<file path="src/rtl/dgr_pkg.sv">
`timescale 1ns/1ps
package dgr_pkg;
  localparam int DGR_DW     = 32;
  localparam int DGR_OFF_W  = 8;
  localparam int DGR_NREG   = 6;
  localparam int DGR_STRIDE = 16;   // bytes between registers
  localparam int DGR_STAT   = 1;    // index of the status/mask word
  typedef enum logic [2:0] {
    RI_CTRL = 3'd0,
    RI_STAT = 3'd1,
    RI_PRIO = 3'd2,
    RI_SQWC = 3'd3,
    RI_RBSZ = 3'd4,
    RI_RBOF = 3'd5
  } reg_idx_e;
endpackage

</file>
<file path="src/rtl/dgr_decode.sv">
`timescale 1ns/1ps
module dgr_decode #(
  parameter int OFF_W  = 8,
  parameter int NREG   = 6,
  parameter int STRIDE = 16,
  parameter int IDX_W  = (NREG > 1) ? $clog2(NREG) : 1
) (
  input  logic [OFF_W-1:0] off,
  output logic             hit,
  output logic [IDX_W-1:0] idx
);
  localparam int LSB = $clog2(STRIDE);
  localparam int SLOT_W = OFF_W - LSB;
  localparam logic [SLOT_W-1:0] NREG_V = SLOT_W'(NREG);

  logic [SLOT_W-1:0] slot;
  assign slot = off[OFF_W-1:LSB];
  assign hit  = (off[LSB-1:0] == '0) && (slot < NREG_V);
  assign idx  = slot[IDX_W-1:0];
endmodule

</file>
<file path="src/rtl/dgr_window.sv">
`timescale 1ns/1ps
module dgr_window #(
  parameter int          AW   = 29,
  parameter int          PG   = 12,
  parameter logic [28:0] BASE = 29'h1000_E000
) (
  input  logic [AW-1:0] addr,
  output logic          hit
);
  assign hit = (addr[AW-1:PG] == BASE[AW-1:PG]);
endmodule

</file>
<file path="src/rtl/dgr_regfile.sv">
`timescale 1ns/1ps
module dgr_regfile #(
  parameter int DW    = 32,
  parameter int NREG  = 6,
  parameter int STAT  = 1,
  parameter int IDX_W = 3
) (
  input  logic                      clk,
  input  logic                      rst_n,
  input  logic                      we,
  input  logic                      hit,
  input  logic [IDX_W-1:0]          idx,
  input  logic [DW-1:0]             wdata,
  input  logic                      seed_en,
  input  logic [DW-1:0]             seed_val,
  output logic [NREG-1:0][DW-1:0]   q
);
  localparam int HALF = DW / 2;

  for (genvar i = 0; i < NREG; i++) begin : g_reg
    logic sel;
    assign sel = we && hit && (idx == IDX_W'(i));
    if (i == STAT) begin : g_stat
      always_ff @(posedge clk) begin
        if (!rst_n)       q[i] <= '0;
        else if (seed_en) q[i] <= seed_val;
        else if (sel)     q[i] <= {wdata[DW-1:HALF], q[i][HALF-1:0] & ~wdata[HALF-1:0]};
      end
    end else begin : g_plain
      always_ff @(posedge clk) begin
        if (!rst_n)   q[i] <= '0;
        else if (sel) q[i] <= wdata;
      end
    end
  end
endmodule

</file>
<file path="src/rtl/dma_glob_regs.sv">
`timescale 1ns/1ps
module dma_glob_regs
  import dgr_pkg::*;
#(
  parameter int          DW     = DGR_DW,
  parameter int          OFF_W  = DGR_OFF_W,
  parameter int          NREG   = DGR_NREG,
  parameter int          STRIDE = DGR_STRIDE,
  parameter int          AW     = 29,
  parameter logic [28:0] BASE   = 29'h1000_E000
) (
  input  logic             clk,
  input  logic             rst_n,
  input  logic             reg_we,
  input  logic [OFF_W-1:0] reg_off,
  input  logic [DW-1:0]    reg_wdata,
  input  logic             reg_re,
  output logic [DW-1:0]    reg_rdata,
  output logic             reg_rvalid,
  output logic             unmapped,
  input  logic             stat_seed_en,
  input  logic [DW-1:0]    stat_seed_val,
  input  logic [AW-1:0]    probe_addr,
  output logic             window_hit
);
  localparam int IDX_W = (NREG > 1) ? $clog2(NREG) : 1;

  logic                    off_hit;
  logic [IDX_W-1:0]        off_idx;
  logic [NREG-1:0][DW-1:0] regs_q;
  logic [DW-1:0]           rd_mux;
  logic [DW-1:0]           stat_word;

  dgr_decode #(.OFF_W(OFF_W), .NREG(NREG), .STRIDE(STRIDE), .IDX_W(IDX_W)) u_dec (
    .off (reg_off),
    .hit (off_hit),
    .idx (off_idx)
  );

  dgr_regfile #(.DW(DW), .NREG(NREG), .STAT(DGR_STAT), .IDX_W(IDX_W)) u_rf (
    .clk      (clk),
    .rst_n    (rst_n),
    .we       (reg_we),
    .hit      (off_hit),
    .idx      (off_idx),
    .wdata    (reg_wdata),
    .seed_en  (stat_seed_en),
    .seed_val (stat_seed_val),
    .q        (regs_q)
  );

  dgr_window #(.AW(AW), .BASE(BASE)) u_win (
    .addr (probe_addr),
    .hit  (window_hit)
  );

  assign stat_word = regs_q[DGR_STAT];

  always_comb begin
    rd_mux = '0;
    for (int i = 0; i < NREG; i++)
      if (off_hit && off_idx == IDX_W'(i)) rd_mux = regs_q[i];
  end

  always_ff @(posedge clk) begin
    if (!rst_n) begin
      reg_rdata  <= '0;
      reg_rvalid <= 1'b0;
      unmapped   <= 1'b0;
    end else begin
      reg_rvalid <= reg_re;
      unmapped   <= (reg_re || reg_we) && !off_hit;
      if (reg_re) reg_rdata <= rd_mux;
    end
  end
endmodule

</file>
<file path="config.mk">
export PLATFORM = sky130hd
export DESIGN_NAME = dma_glob_regs
export DESIGN_NICKNAME = d
export VERILOG_FILES = /design/src/rtl/dgr_pkg.sv /design/src/rtl/dgr_decode.sv /design/src/rtl/dgr_window.sv /design/src/rtl/dgr_regfile.sv /design/src/rtl/dma_glob_regs.sv
export SDC_FILE = /design/constraint.sdc
export NUM_CORES = 1
export LEC_CHECK = 0
export BUFFER_PORTS_ARGS = -buffer_cell sky130_fd_sc_hd__buf_2
export CORE_AREA = 4 4 148 150
export CTS_CLUSTER_SIZE = 10
export DETAILED_ROUTE_END_ITERATION = 8
export DIE_AREA = 0 0 152 154
export GPL_ROUTABILITY_DRIVEN = 0
export PLACE_DENSITY = 0.7
export SYNTH_ARGS = -nofsm -noshare
export SYNTH_HDL_FRONTEND = slang
export SYNTH_SLANG_ARGS = --single-unit
</file>
<file path="constraint.sdc">
create_clock -name clk -period 2.14 [get_ports clk]
set_clock_uncertainty 0.2 [all_clocks]
set_input_delay 0.321 -clock clk [delete_from_list [all_inputs] [get_ports clk]]
set_output_delay 0.321 -clock clk [all_outputs]
set_load 0.02 [all_outputs]
</file>
==> metrics.yaml <==
flow_run:
  maxCapViolations: 0
floorplanning:
  initial_core_util: 0.490
  die_x_um: 152
  pin_count: 141
  die_height_um: 154
  core_um2: 20700
  core.rowCount: 53
  dieArea_um2: 23400
final_layout:
  drive_above_1_share: 0.173
  finalNetCount: 1526
  syn_to_final_growth_pct: 25.5
  fin_cells: 1699
worst_hold_path:
  min_path_cells: 3
  hold_end: "unmapped"
  hp-class: "input pin to register"
  hp-start: "reg_we"
clock_network:
  clk_pin_slew_ps: 50
  clockBufferDepth: 3
  cts_tree: "built"
  cts_made_buffers: 26
  cts_root_buf: "clkbuf_16"
  post_cts_buffers: 0
  clock_latency_ps: 520
  cts.sinks: 226
  htreeDepth: 1
placed_design:
  hpwl_um: 19800
  placed_cells: 1597
  io_buffers: 128
critical_path:
  ff2ff_setup_slack_ps: 670
  cp-start-kind: "input pin"
  required_ps: 2340
  r2r-end: "reg_rdata[22]"
  path_max_fanout: 12
  crit_chain: "buf_2 -> nor3_2 -> buf_4 -> buf_4 -> nand4_1 -> buf_4 -> nand2_1 -> a31oi_1 -> dlygate4sd3_1"
  max_stage_delay_ps: 580
  crit_arrival_ps: 2240
  reg2reg_from: "u_rf.q[54]"
  crit_path_frequent_cell: "buf_4"
  worstRegToRegCells: 4
  critPathSlowestCell: "dlygate4sd3_1"
  endpoint_kind: "register"
  crit_type: "input pin to register"
timing:
  layout_min_cycle_time_ps: 2040
  worst_slew_pin_slew_ps: 446
  whs_ps: 79.4
  drv_slew: 0
  hold_viol: 0
  rsz0062_at_grt: "no"
  setup_viol: 0
  maxSlewHeadroom: 0.703
  post-route-period-util: 0.951
  fmax_ghz: 0.491
synthesis:
  synth-edff-count: 0
  syn_inst: 1234
  async_flop_share: 0
  synth_nets: 1340
  synth_area_per_cell_um2: 8.21
  ys_seq_area_frac: 0.446
  syn_area_um2: 10100
  synth_cell_type_count: 52
  ys_warn_count: 0
  ys_ff_latch: 226
  synth_ff_type: "dfxtp_1"
grt:
  antenna_found_initial: 3
  grt_max_degree: 83
  grt_usage: 0.259
  grt_pass1_wl_um: 50000
  overflow: 0
  grt_pass1_vias: 9337
power:
  leakage_uw: 0.00489
  ir_worst_vdd_mv: 0.529
  powerDensity_nw_per_um2: 699
route:
  drt-vias-per-instance: 5.62
  vias: 9551
  drc: 0
  routedWlPerCell_um: 18.3
  dr.pass1.iters: 6
  postRouteAntennaNets: 0
  drt_first_iter_violations: 811
  route.final.wire_length_um: 31200
run_status:
  status: "finished clean"
==> state kept, by name, summed over array words and instances, names as in the netlist <==
register    flops
reg_rvalid      1
reg_rdata      32
u_rf.q        192
unmapped        1
==> what timing repair did <==
action	CTS	global route
endpoints found under the hold margin	196	0
gates resized for setup	0	0
hold buffers	70	0
endpoints found under the setup margin	0	0
==> report_power, final <==
group	internal [uW]	switching [uW]	total (uW)
combinational	348	400	747
sequential	4260	30.4	4290
clock	2250	1600	3840
total	6860	2030	8890
==> final cells by class <==
type / count / area (um2)
diodes: 2 / 5.00
multi-input cells: 892 / 5110
inverters: 9 / 33.8
fillers: 1842 / 7970
well taps: 275 / 344
repair buffers: 265 / 2000
flip-flops and latches: 226 / 4520
clock buffers: 30 / 697
==> worst max path at each step <==
| stage | slack (ps) | from | to |
|---|---|---|---|
| floorplan | 240 | reg_off[4] | reg_rdata[0] |
| global placement | -2 | reg_off[0] | reg_rdata[17] |
| detailed placement | -30 | reg_off[0] | reg_rdata[17] |
| CTS | 140 | reg_off[1] | u_rf.q[63] |
| global route | 10 | reg_off[1] | u_rf.q[52] |
| finish | 100 | reg_off[1] | u_rf.q[56] |
==> Yosys cell counts (5+ instances only) <==
cell	n	area, um2
nand3_1	5	25.0
a41o_1	16	160
o21ai_1	7	35.0
a221oi_1	15	131
and3_1	20	125
a31oi_1	25	156
o2bb2ai_1	15	131
nand4_1	10	62.6
buf_2	29	145
o211ai_1	7	52.6
o21ai_0	34	170
a21boi_1	87	653
buf_4	6	45.0
nand2b_1	5	31.3
clkbuf_1	70	263
mux2i_1	22	220
nor2_1	63	236
a21boi_0	73	548
mux4_2	9	203
o31ai_1	15	113
dfxtp_1	226	4520
inv_1	9	33.8
nand2_1	404	1520
==> kinds of logic (layout without fill, tap and decap cells) <==
kind of cell | count (synthesis) | count (layout) | share of synthesized area
flip-flops | 226 | 226 | 0.446
AO/OA/AOI/OAI | 321 | 321 | 0.235
other | 0 | 2 | 0
buffers and inverters | 116 | 304 | 0.0502
AND/OR/NAND/NOR | 536 | 536 | 0.222
multiplexers | 35 | 35 | 0.0462
==> per-layer routing <==
metal	GRT usage	share of wire	vias up	routed length, um
met2	0.450	0.49	348	15200
met1	0.338	0.43	4523	13500
li1	-	-	4613	-
met3	0.0391	0.061	65	1910
met5	0	0.00026	-	8
met4	0.0711	0.020	2	627
==> through the flow <==
stage | area [um2] | TNS (ps) | util | power [uW] | worst slack, ps
2_1_floorplan | 10100 | 0 | - | 4710 | 236
3_3_place_gp | 11300 | -1.96 | 0.547 | 5010 | -1.96
3_5_place_dp | 11300 | -33.8 | 0.547 | 5020 | -33.8
4_1_cts | 12700 | 0 | 0.614 | 8940 | 142
5_1_grt | 12700 | 0 | 0.615 | 9170 | 14.9
6_report | 12700 | 0 | 0.615 | 8890 | 104
==> critical path: cells and delay by family <==
kind	cells	cell delay (ps)
buffers and inverters	5	1360
and+or+nand+nor	3	480
AOI/OAI and AO/OA	1	80
==> cells in the final DEF (no fill, tap or decap), types with 22 or more instances in the layout <==
master and count:
buf_4 57, clkbuf_16 27, a21boi_1 87, mux2i_1 22, a31oi_1 25, dlygate4sd3_1 70
nor2_1 63, nand2_1 404, buf_2 126, a21boi_0 73, o21ai_0 34, dfxtp_1 226
Note: power is estimated with default switching activity, not from simulation.
